[config.mk]
export PLATFORM = sky130hd
export DESIGN_NAME = qsym_serializer
export DESIGN_NICKNAME = d
export VERILOG_FILES = /design/src/rtl/qsym_pkg.sv /design/src/rtl/qsym_start_det.sv /design/src/rtl/qsym_timer.sv /design/src/rtl/qsym_hold.sv /design/src/rtl/qsym_encoder.sv /design/src/rtl/qsym_serializer.sv
export SDC_FILE = /design/constraint.sdc
export NUM_CORES = 1
export LEC_CHECK = 0
export BUFFER_PORTS_ARGS = -buffer_cell sky130_fd_sc_hd__buf_2
export CELL_PAD_IN_SITES_DETAIL_PLACEMENT = 0
export CELL_PAD_IN_SITES_GLOBAL_PLACEMENT = 1
export CORE_UTILIZATION = 33
export CTS_CLUSTER_DIAMETER = 40
export CTS_CLUSTER_SIZE = 8
export DETAILED_ROUTE_END_ITERATION = 7
export GPL_ROUTABILITY_DRIVEN = 0
export PLACE_DENSITY_LB_ADDON = 0.1
export SETUP_SLACK_MARGIN = 0.02
export SLEW_MARGIN = 10
export SYNTH_ARGS = -nofsm -noshare
export SYNTH_HDL_FRONTEND = slang
export SYNTH_SLANG_ARGS = --single-unit
[constraint.sdc]
create_clock -name clk_i -period 3.72 [get_ports clk_i]
set_input_delay 0.372 -clock clk_i [delete_from_list [all_inputs] [get_ports clk_i]]
set_output_delay 0.372 -clock clk_i [all_outputs]
set_load 0.1 [all_outputs]
[src/rtl/qsym_pkg.sv]
package qsym_pkg;

   // line shape select codes
   typedef enum logic [1:0] {
      SYM_LOW  = 2'b00,
      SYM_HIGH = 2'b01,
      SYM_RISE = 2'b10,
      SYM_FALL = 2'b11
   } sym_code_e;

   // frame sequencing phases
   typedef enum logic [1:0] {
      PH_IDLE = 2'b00,
      PH_WAIT = 2'b01,
      PH_SEND = 2'b10
   } phase_e;

   function automatic int unsigned width_of(input int unsigned n);
      return (n < 2) ? 1 : $clog2(n);
   endfunction

endpackage

[src/rtl/qsym_start_det.sv]
module qsym_start_det (
   input  logic clk_i,
   input  logic rst_ni,
   input  logic start_i,
   output logic fall_o
);

   logic start_q;

   always_ff @(posedge clk_i or negedge rst_ni) begin
      if (!rst_ni) begin
         start_q <= 1'b0;
      end else begin
         start_q <= start_i;
      end
   end

   // high on the previous edge, low now
   assign fall_o = start_q & ~start_i;

endmodule

[src/rtl/qsym_timer.sv]
module qsym_timer
   import qsym_pkg::*;
#(
   parameter int unsigned NSYM     = 4,
   parameter int unsigned CAP_DLY  = 2,
   parameter int unsigned STEP_DLY = 4,
   parameter int unsigned TPS      = 2,
   localparam int unsigned IDX_W   = width_of(NSYM),
   localparam int unsigned TCNT_W  = width_of(STEP_DLY + 1),
   localparam int unsigned SUB_W   = width_of(TPS)
) (
   input  logic             clk_i,
   input  logic             rst_ni,
   input  logic             fall_i,
   output logic             cap_en_o,
   output logic             load_o,
   output logic [IDX_W-1:0] load_idx_o,
   output logic             finish_o,
   output logic             busy_o
);

   localparam logic [IDX_W-1:0]  LAST_IDX = IDX_W'(NSYM - 1);
   localparam logic [SUB_W-1:0]  LAST_SUB = SUB_W'(TPS - 1);
   localparam logic [TCNT_W-1:0] CAP_T    = TCNT_W'(CAP_DLY);
   localparam logic [TCNT_W-1:0] STEP_T   = TCNT_W'(STEP_DLY);

   phase_e             phase_q, phase_d;
   logic [TCNT_W-1:0]  tcnt_q, tcnt_d;
   logic [SUB_W-1:0]   sub_q, sub_d;
   logic [IDX_W-1:0]   idx_q, idx_d;
   logic               sym_end;

   assign sym_end = (phase_q == PH_SEND) && (sub_q == LAST_SUB);

   always_comb begin
      phase_d    = phase_q;
      tcnt_d     = tcnt_q;
      sub_d      = sub_q;
      idx_d      = idx_q;
      cap_en_o   = 1'b0;
      load_o     = 1'b0;
      load_idx_o = '0;
      finish_o   = 1'b0;
      unique case (phase_q)
         PH_IDLE: begin
            if (fall_i) begin
               phase_d = PH_WAIT;
               tcnt_d  = TCNT_W'(1);
            end
         end
         PH_WAIT: begin
            if (tcnt_q == CAP_T) begin
               cap_en_o = 1'b1;
            end
            if (tcnt_q == STEP_T) begin
               phase_d    = PH_SEND;
               load_o     = 1'b1;
               load_idx_o = '0;
               idx_d      = '0;
               sub_d      = '0;
            end else begin
               tcnt_d = tcnt_q + TCNT_W'(1);
            end
         end
         PH_SEND: begin
            if (sym_end) begin
               sub_d = '0;
               if (idx_q == LAST_IDX) begin
                  phase_d  = PH_IDLE;
                  finish_o = 1'b1;
               end else begin
                  idx_d      = idx_q + IDX_W'(1);
                  load_o     = 1'b1;
                  load_idx_o = idx_q + IDX_W'(1);
               end
            end else begin
               sub_d = sub_q + SUB_W'(1);
            end
         end
         default: phase_d = PH_IDLE;
      endcase
   end

   always_ff @(posedge clk_i or negedge rst_ni) begin
      if (!rst_ni) begin
         phase_q <= PH_IDLE;
         tcnt_q  <= '0;
         sub_q   <= '0;
         idx_q   <= '0;
      end else begin
         phase_q <= phase_d;
         tcnt_q  <= tcnt_d;
         sub_q   <= sub_d;
         idx_q   <= idx_d;
      end
   end

   assign busy_o = (phase_q != PH_IDLE);

endmodule

[src/rtl/qsym_hold.sv]
module qsym_hold
   import qsym_pkg::*;
#(
   parameter int unsigned DATA_W = 8,
   localparam int unsigned NSYM  = DATA_W / 2,
   localparam int unsigned IDX_W = width_of(NSYM)
) (
   input  logic              clk_i,
   input  logic              rst_ni,
   input  logic              cap_en_i,
   input  logic [DATA_W-1:0] data_i,
   input  logic [IDX_W-1:0]  sel_i,
   output logic [1:0]        pair_o
);

   logic [DATA_W-1:0] hold_q;
   logic [1:0]        pairs [NSYM];

   always_ff @(posedge clk_i or negedge rst_ni) begin
      if (!rst_ni) begin
         hold_q <= '0;
      end else if (cap_en_i) begin
         hold_q <= data_i;
      end
   end

   // slot k carries bits [2k+1:2k]
   for (genvar k = 0; k < NSYM; k++) begin : g_pair
      assign pairs[k] = hold_q[2*k+1 : 2*k];
   end

   if (NSYM == (1 << IDX_W)) begin : g_full_sel
      assign pair_o = pairs[sel_i];
   end else begin : g_part_sel
      always_comb begin
         pair_o = 2'b00;
         for (int k = 0; k < NSYM; k++) begin
            if (sel_i == IDX_W'(k)) pair_o = pairs[k];
         end
      end
   end

endmodule

[src/rtl/qsym_encoder.sv]
module qsym_encoder
   import qsym_pkg::*;
(
   input  logic [1:0] pair_i,
   output sym_code_e  sym_o
);

   always_comb begin
      unique case (pair_i)
         2'b00:   sym_o = SYM_LOW;
         2'b01:   sym_o = SYM_HIGH;
         2'b10:   sym_o = SYM_RISE;
         default: sym_o = SYM_FALL;
      endcase
   end

endmodule

[src/rtl/qsym_serializer.sv]
module qsym_serializer
   import qsym_pkg::*;
#(
   parameter int unsigned DATA_W   = 8,
   parameter int unsigned CAP_DLY  = 2,
   parameter int unsigned STEP_DLY = 4,
   parameter int unsigned TPS      = 2
) (
   input  logic              clk_i,
   input  logic              rst_ni,
   input  logic [DATA_W-1:0] data_i,
   input  logic              start_i,
   output logic [1:0]        sym_o,
   output logic              sym_valid_o,
   output logic              busy_o
);

   localparam int unsigned NSYM  = DATA_W / 2;
   localparam int unsigned IDX_W = width_of(NSYM);

   if (DATA_W < 4 || (DATA_W % 2) != 0) begin : g_bad_width
      $error("DATA_W must be even and at least 4");
   end
   if (CAP_DLY < 1 || CAP_DLY >= STEP_DLY) begin : g_bad_delay
      $error("need 1 <= CAP_DLY < STEP_DLY");
   end
   if (TPS < 2) begin : g_bad_tps
      $error("TPS must be at least 2");
   end

   logic             fall;
   logic             cap_en;
   logic             load;
   logic [IDX_W-1:0] load_idx;
   logic             finish;
   logic [1:0]       pair;
   sym_code_e        code;
   logic [1:0]       sym_q;
   logic             valid_q;

   qsym_start_det u_det (
      .clk_i   (clk_i),
      .rst_ni  (rst_ni),
      .start_i (start_i),
      .fall_o  (fall)
   );

   qsym_timer #(
      .NSYM     (NSYM),
      .CAP_DLY  (CAP_DLY),
      .STEP_DLY (STEP_DLY),
      .TPS      (TPS)
   ) u_timer (
      .clk_i      (clk_i),
      .rst_ni     (rst_ni),
      .fall_i     (fall),
      .cap_en_o   (cap_en),
      .load_o     (load),
      .load_idx_o (load_idx),
      .finish_o   (finish),
      .busy_o     (busy_o)
   );

   qsym_hold #(
      .DATA_W (DATA_W)
   ) u_hold (
      .clk_i    (clk_i),
      .rst_ni   (rst_ni),
      .cap_en_i (cap_en),
      .data_i   (data_i),
      .sel_i    (load_idx),
      .pair_o   (pair)
   );

   qsym_encoder u_enc (
      .pair_i (pair),
      .sym_o  (code)
   );

   always_ff @(posedge clk_i or negedge rst_ni) begin
      if (!rst_ni) begin
         sym_q   <= SYM_LOW;
         valid_q <= 1'b0;
      end else begin
         valid_q <= load;
         if (finish) begin
            sym_q <= SYM_LOW;
         end else if (load) begin
            sym_q <= code;
         end
      end
   end

   assign sym_o       = sym_q;
   assign sym_valid_o = valid_q;

endmodule

==> metrics.md, run 1 <==
| Metric | Value |
|---|---|
| Routed Antenna Nets | 0 |
| P_leak | 0.5642 nW |
| Mapped cell area | 1069 um^2 |
| Unique cell type count in the Yosys netlist | 25 |
| Synth Area in Compound Gates | 16.86% |
| CTS root buf | clkbuf_4 |
| Synth top cells by count | 20 x dfrtp_1, 11 x mux2_2, 10 x nand2_1 |
| Final WL | 2.002 mm |
| Die area | 3470 um^2 |
| Final-layout fill cell count | 327 |
| Cell-internal power | 0.6199 mW |
| Simple-gate portion of the synthesized area | 12.88% |
| Core ar. | 3053 um^2 |
| Final setup violation count | 0 |
| CTS tree | yes |
| GRT Util Overall | 14.15% |
| Unrepaired setup endpoints after global routing | no |
| Seq pwr share | 34.5% |
| Worst Path Required | 3350 ps |
| Multiplexer area fraction after synthesis | 11.59% |
| Mapped Cells | 97 |
| Crit end category | output port |
| 1st-iter DRT viols | 12 |
| Sw Ratio | 43.93% |
| Die Wd | 58.91 um |
| FF+latch count, synth | 20 |
| Worst Skew | 3.214 ps |
| Clock power frac | 16.3% |
| Largest cells by area after synthesis | dfrtp_1 47%, mux2_2 12%, ha_1 9.4% |
| Design Area, Final | 1239 um^2 |
| Row count | 20 |
| Vias | 762 |
| Final WS setup | 1810 ps |
| CTS-repair resized insts | 0 |
| First drt pass iteration count | 4 |
| DP Wirelength | 1.554 mm |
| Number of synthesized flops with an enable pin | 0 |
| DR vias/cell | 4.823 |
| DP Worst Slack | 1950 ps |
| Most frequent cell after synthesis | dfrtp_1 |
| N_diodes | 0 |
| Synthesized Nets | 116 |
| R2R Setup Slk | 1950 ps |
| Max Root-Sink Buffers | 2 |
| IO buf count | 14 |
| Hold Vio Cnt, Final | 20 |
| Startpoint types | flip-flop |
| CTS sink cnt | 20 |
| Slew HR | 67.77% |
| CTS Hold Buffers Added | 0 |
| Seq/Total Area, Yosys | 46.84% |
| CTS clk-pin slew, worst paths | 120 ps |
| Combinational share of power | 49.2% |
| Reg-to-reg endpoint | u_timer.idx_q[0] |
| Pwr Density | 892.6 nW/um^2 |
| Vias in the first global route | 807 |
| Tcrit/Tclk final | 51.34% |
| Setup bufs post-CTS | 0 |
| Largest net degree at the start of global routing | 21 |
| Post-synth top area share | 46.84% |
| Async SR Flop Fraction | 100.0% |
| Adder-cell share of the synthesized area | 9.368% |
| Initial antenna violation count | 0 |
| Synthesis Warnings | 0 |
| Fmax | 523.6 MHz |
| H-tree lvl count | 1 |
| Reg2reg path depth | 6 |
| VDD IR-drop max | 0.0003982 V |
| Worst-Margin Slew | 486.8 ps |
| DR WL/cell | 12.67 um |
| Hold slack | -12.37 ps |
| Num CTS Buffers | 3 |
| Gr ovfl total | 0 |
| Die Y | 58.91 um |
| Yosys top cell by area | dfrtp_1 |
| Max Cap Violations | 0 |
| Class of the most critical setup path | flip-flop to output port |
| Util after Layout | 40.57% |
| Global-route wire length before repair | 3.636 mm |
| Worst-path fanout max | 4 |
| Critical Path AT | 1540 ps |
| Post-layout nets | 134 |
| Net Switching | 0.4857 mW |
| Register Area | 500.5 um^2 |
| Worst r2r src | u_timer.phase_q[1] |
| Worst min path class | input pin to asynchronous set/reset pin |
| Synth Flop Type | dfrtp_1 |
| Main combinational cell family by area after synthesis | compound AO/OA/AOI/OAI gates |
| Share of post-route cells with drive strength above 1 | 29.82% |
| Clk_lat worst skew | 310 ps |
| Failing checks | negative hold slack |
| Final TNS setup | 0 ps |
| XOR/XNOR share of the synthesized area | 0% |
| Synth Area per Inst | 11.02 um^2 |
| Placed Area | 1186 um^2 |
| Layout area overhead | 15.93% |
| Initial core utilization | 35.00% |
| Area of the multi-input gates | 541.8 um^2 |
| Fin crit period | 1910 ps |
| Slew Viols, Final | 0 |
| Status | finished, violations left |
| Drt drc | 0 |
| Top Ports | 15 |
==> layout make-up <==
class                           instances  share of cell area [%]
Clock inverter                          1                   2.424
Tap cell                               44                   4.444
Timing Repair Buffer                   14                   5.657
Multi-Input combinational cell         71                   43.74
Clock buffer                            3                   1.818
Inverter                                5                   1.515
Sequential cell                        20                   40.40
==> registers in the layout, summed over array words and instances (netlist names) <==
register / count
u_hold.hold_q: 8
u_timer.tcnt_q: 3
sym_o: 2
u_timer.idx_q: 2
u_timer.phase_q: 2
sym_valid_o: 1
u_det.start_q: 1
u_timer.sub_q: 1
==> critical path: stages (launching register included) <==
cell and delay [ps]:
dfrtp_1 400, inv_1 80, ha_1 240, inv_1 90
buf_2 420
==> power by group through the flow <==
stage               Combinational [mW]  Clock [mW]  Sequential [mW]
finish                           0.544       0.180            0.382
global route                     0.607       0.195            0.398
CTS                              0.552       0.186            0.383
detailed placement               0.548           0            0.389
global placement                 0.544           0            0.392
floorplan                        0.368           0            0.456
==> placed cells by master, fill, tap and decap left out, drive strengths merged, types with 4 or more instances in the layout <==
| cell type | Yosys | routed |
|---|---|---|
| o21ai | 9 | 9 |
| nor2 | 4 | 4 |
| buf | 1 | 14 |
| inv | 5 | 5 |
| ha | 8 | 8 |
| nand2 | 10 | 10 |
| mux2 | 11 | 11 |
| dfrtp | 20 | 20 |
| nand3 | 5 | 5 |
==> metrics by stage <==
stage	total power [mW]	cells
after floorplan	0.8241	97
after global placement	0.9364	154
after detailed placement	0.9368	154
after CTS	1.121	158
after global routing	1.200	158
final	1.106	158
==> cell families (layout without fill, tap and decap cells) <==
logic type,count (synthesis),in the layout
flops,20,20
buf+inv,6,23
fa+ha+maj,8,8
mux,11,11
compound gates,25,25
simple gates,27,27
==> worst max path at each step <==
stage                         to               start  depth (start not counted)
2_1_floorplan  u_timer.tcnt_q[2]  u_timer.phase_q[0]                          6
3_5_place_dp    u_timer.idx_q[0]  u_timer.phase_q[1]                          6
5_1_grt                   busy_o  u_timer.phase_q[0]                          4
3_3_place_gp    u_timer.idx_q[0]  u_timer.phase_q[1]                          6
6_report                  busy_o  u_timer.phase_q[0]                          4
4_1_cts                   busy_o  u_timer.phase_q[0]                          4
==> per-layer routing <==
metal	global-route usage, %	up-vias	share of wire (%)
met3	1.978	4	2.8
li1	-	383	-
met5	0	-	0
met1	19.69	364	50
met2	20.94	11	45
met4	8.163	0	1.7
Note: power is estimated with default switching activity, not from simulation.
==> inputs of run 2 (changes only) <==
==> constraint.sdc (replaced) <==
create_clock -name clk_i -period 1.9 [get_ports clk_i]
set_input_delay 0.19 -clock clk_i [delete_from_list [all_inputs] [get_ports clk_i]]
set_output_delay 0.19 -clock clk_i [all_outputs]
set_load 0.1 [all_outputs]
==> metrics.md, run 2 (synthesis gave the netlist of run 1 again) <==
| Metric | Value |
|---|---|
| Status | completed |
| H-tree lvl count | 1 |
| CTS clk-pin slew, worst paths | 130 ps |
| CTS tree | yes |
| Initial core utilization | 35.00% |
| Post-layout nets | 137 |
| Most common cell after layout, fill and taps aside | dfrtp_1 |
| Max stage delay on crit path | 430 ps |
| Largest net degree at the start of global routing | 21 |
| Tcrit/Tclk final | 92.39% |
| Worst-path fanout max | 4 |
| GRT Util Overall | 12.96% |
| Routed Antenna Nets | 0 |
| Die area | 3470 um^2 |
| Slew Viols, Final | 0 |
| Initial antenna violation count | 0 |
| Pwr Density | 1719 nW/um^2 |
| 1st-iter DRT viols | 16 |
| Max reg flops | 8 |
| Crit path top cell by count | inv_1 |
| Worst Skew | 13.36 ps |
| Max Cap Violations | 0 |
| Critical Path AT | 1570 ps |
| Fmax | 569.7 MHz |
| Startpoint types | flip-flop |
| Setup bufs post-CTS | 0 |
| P_leak | 0.5778 nW |
| Share of post-route cells with drive strength above 1 | 29.91% |
| Crit-path cells | inv_1 > ha_1 > inv_1 > buf_2 |
| Top Registers | u_hold.hold_q: 8 flops, u_timer.tcnt_q: 3 flops |
| Die Y | 58.91 um |
| Worst-Margin Slew | 486.2 ps |
| IO buf count | 14 |
| Fin crit period | 1755 ps |
| Placed Area | 1194 um^2 |
| First drt pass iteration count | 4 |
| Class of the most critical setup path | flip-flop to output port |
| Clk_lat worst skew | 310 ps |
| Num CTS Buffers | 3 |
| Most frequent cells in the layout | 20 x dfrtp_1, 14 x buf_2, 11 x mux2_2, 10 x nand2_1, 9 x o21ai_0 |
| Vias | 754 |
| Slowest CP cell | buf_2 |
| Row count | 20 |
| Tot Pwr | 2.176 mW |
| Design Area, Final | 1266 um^2 |
| Global-route wire length before repair | 3.353 mm |
| CTS root buf | clkbuf_4 |
| Die Wd | 58.91 um |
| Vias in the first global route | 723 |
| DP Worst Slack | 163.6 ps |
| CTS Hold Buffers Added | 2 |
| Unrepaired setup endpoints after global routing | no |
| Final WL | 2.005 mm |
| CP Buf/Inv Count | 3 |
| DR WL/cell | 12.45 um |
| Final TNS setup | 0 ps |
| CTS sink cnt | 20 |
| Max Root-Sink Buffers | 2 |
| DR vias/cell | 4.683 |
| Gr ovfl total | 0 |
| Final setup violation count | 0 |
| Slew HR | 67.81% |
| Worst Path Required | 1710 ps |
| Drt drc | 0 |
| Layout area overhead | 18.50% |
| N_diodes | 0 |
| Hold Vio Cnt, Final | 0 |
| Worst min path class | input pin to flip-flop |
| Core ar. | 3053 um^2 |
| Final WS setup | 144.7 ps |
| Crit end category | output port |
| Critical path's top delay family | buffers and inverters |
| VDD IR-drop max | 0.0006825 V |
| CTS-repair resized insts | 0 |
| DP Wirelength | 1.515 mm |
| Top Ports | 15 |
| Reg with most FFs | u_hold.hold_q |
## run 2: changes by cell type in the layout (fill, tap and decap cells not counted)
cell,change
dlygate4sd3_1,+2
buf_4,+1
## run 2: stage by stage
step | hold slack [ps] | cells | utilization [%]
6_report | 105.1 | 161 | 41.48
2_1_floorplan | -105.6 | 97 | -
4_1_cts | 89.05 | 161 | 41.48
3_5_place_dp | 177.3 | 155 | 39.10
3_3_place_gp | 174.7 | 155 | 39.10
5_1_grt | 88.91 | 161 | 41.48
## run 2: area by class of cell
cell class / instances / area [um^2]
fill: 317 / 1787
multi-input combinational: 71 / 541.8
sequential: 20 / 500.5
timing repair buffer: 17 / 97.59
tap: 44 / 55.05
clock inverter: 1 / 30.03
clock buffer: 3 / 22.52
inverter: 5 / 18.77
## run 2: worst paths after layout
| check | from | endpoint | slack, ps | cells past startpoint |
|---|---|---|---|---|
| hold / removal | data_i[6] | u_hold.hold_q[6] | 110 | 2 |
| hold reg to reg | u_hold.hold_q[7] | u_hold.hold_q[7] | 520 | 1 |
| setup reg to reg | u_timer.phase_q[1] | u_timer.idx_q[0] | 150 | 6 |
| max in group asynchronous | rst_ni | u_timer.tcnt_q[2] | 1220 | 2 |
| min in group asynchronous | rst_ni | sym_o[1] | 350 | 2 |
| setup / recovery | u_timer.phase_q[0] | busy_o | 140 | 4 |
## run 2: metal layers
layer / vias up / part of all wire [%] / track usage (%)
li1: 390 / - / -
met2: 10 / 42 / 17.53
met1: 352 / 54 / 19.89
met4: 0 / 0.95 / 6.122
met5: - / 0 / 0
met3: 2 / 2.6 / 1.978
## run 2: power by group
part | internal (mW) | leakage (nW) | switching, mW | total (mW)
combinational | 0.407 | 0.305 | 0.685 | 1.09
clock | 0.213 | 0.0279 | 0.139 | 0.352
sequential | 0.608 | 0.245 | 0.123 | 0.732
total | 1.23 | 0.578 | 0.947 | 2.18
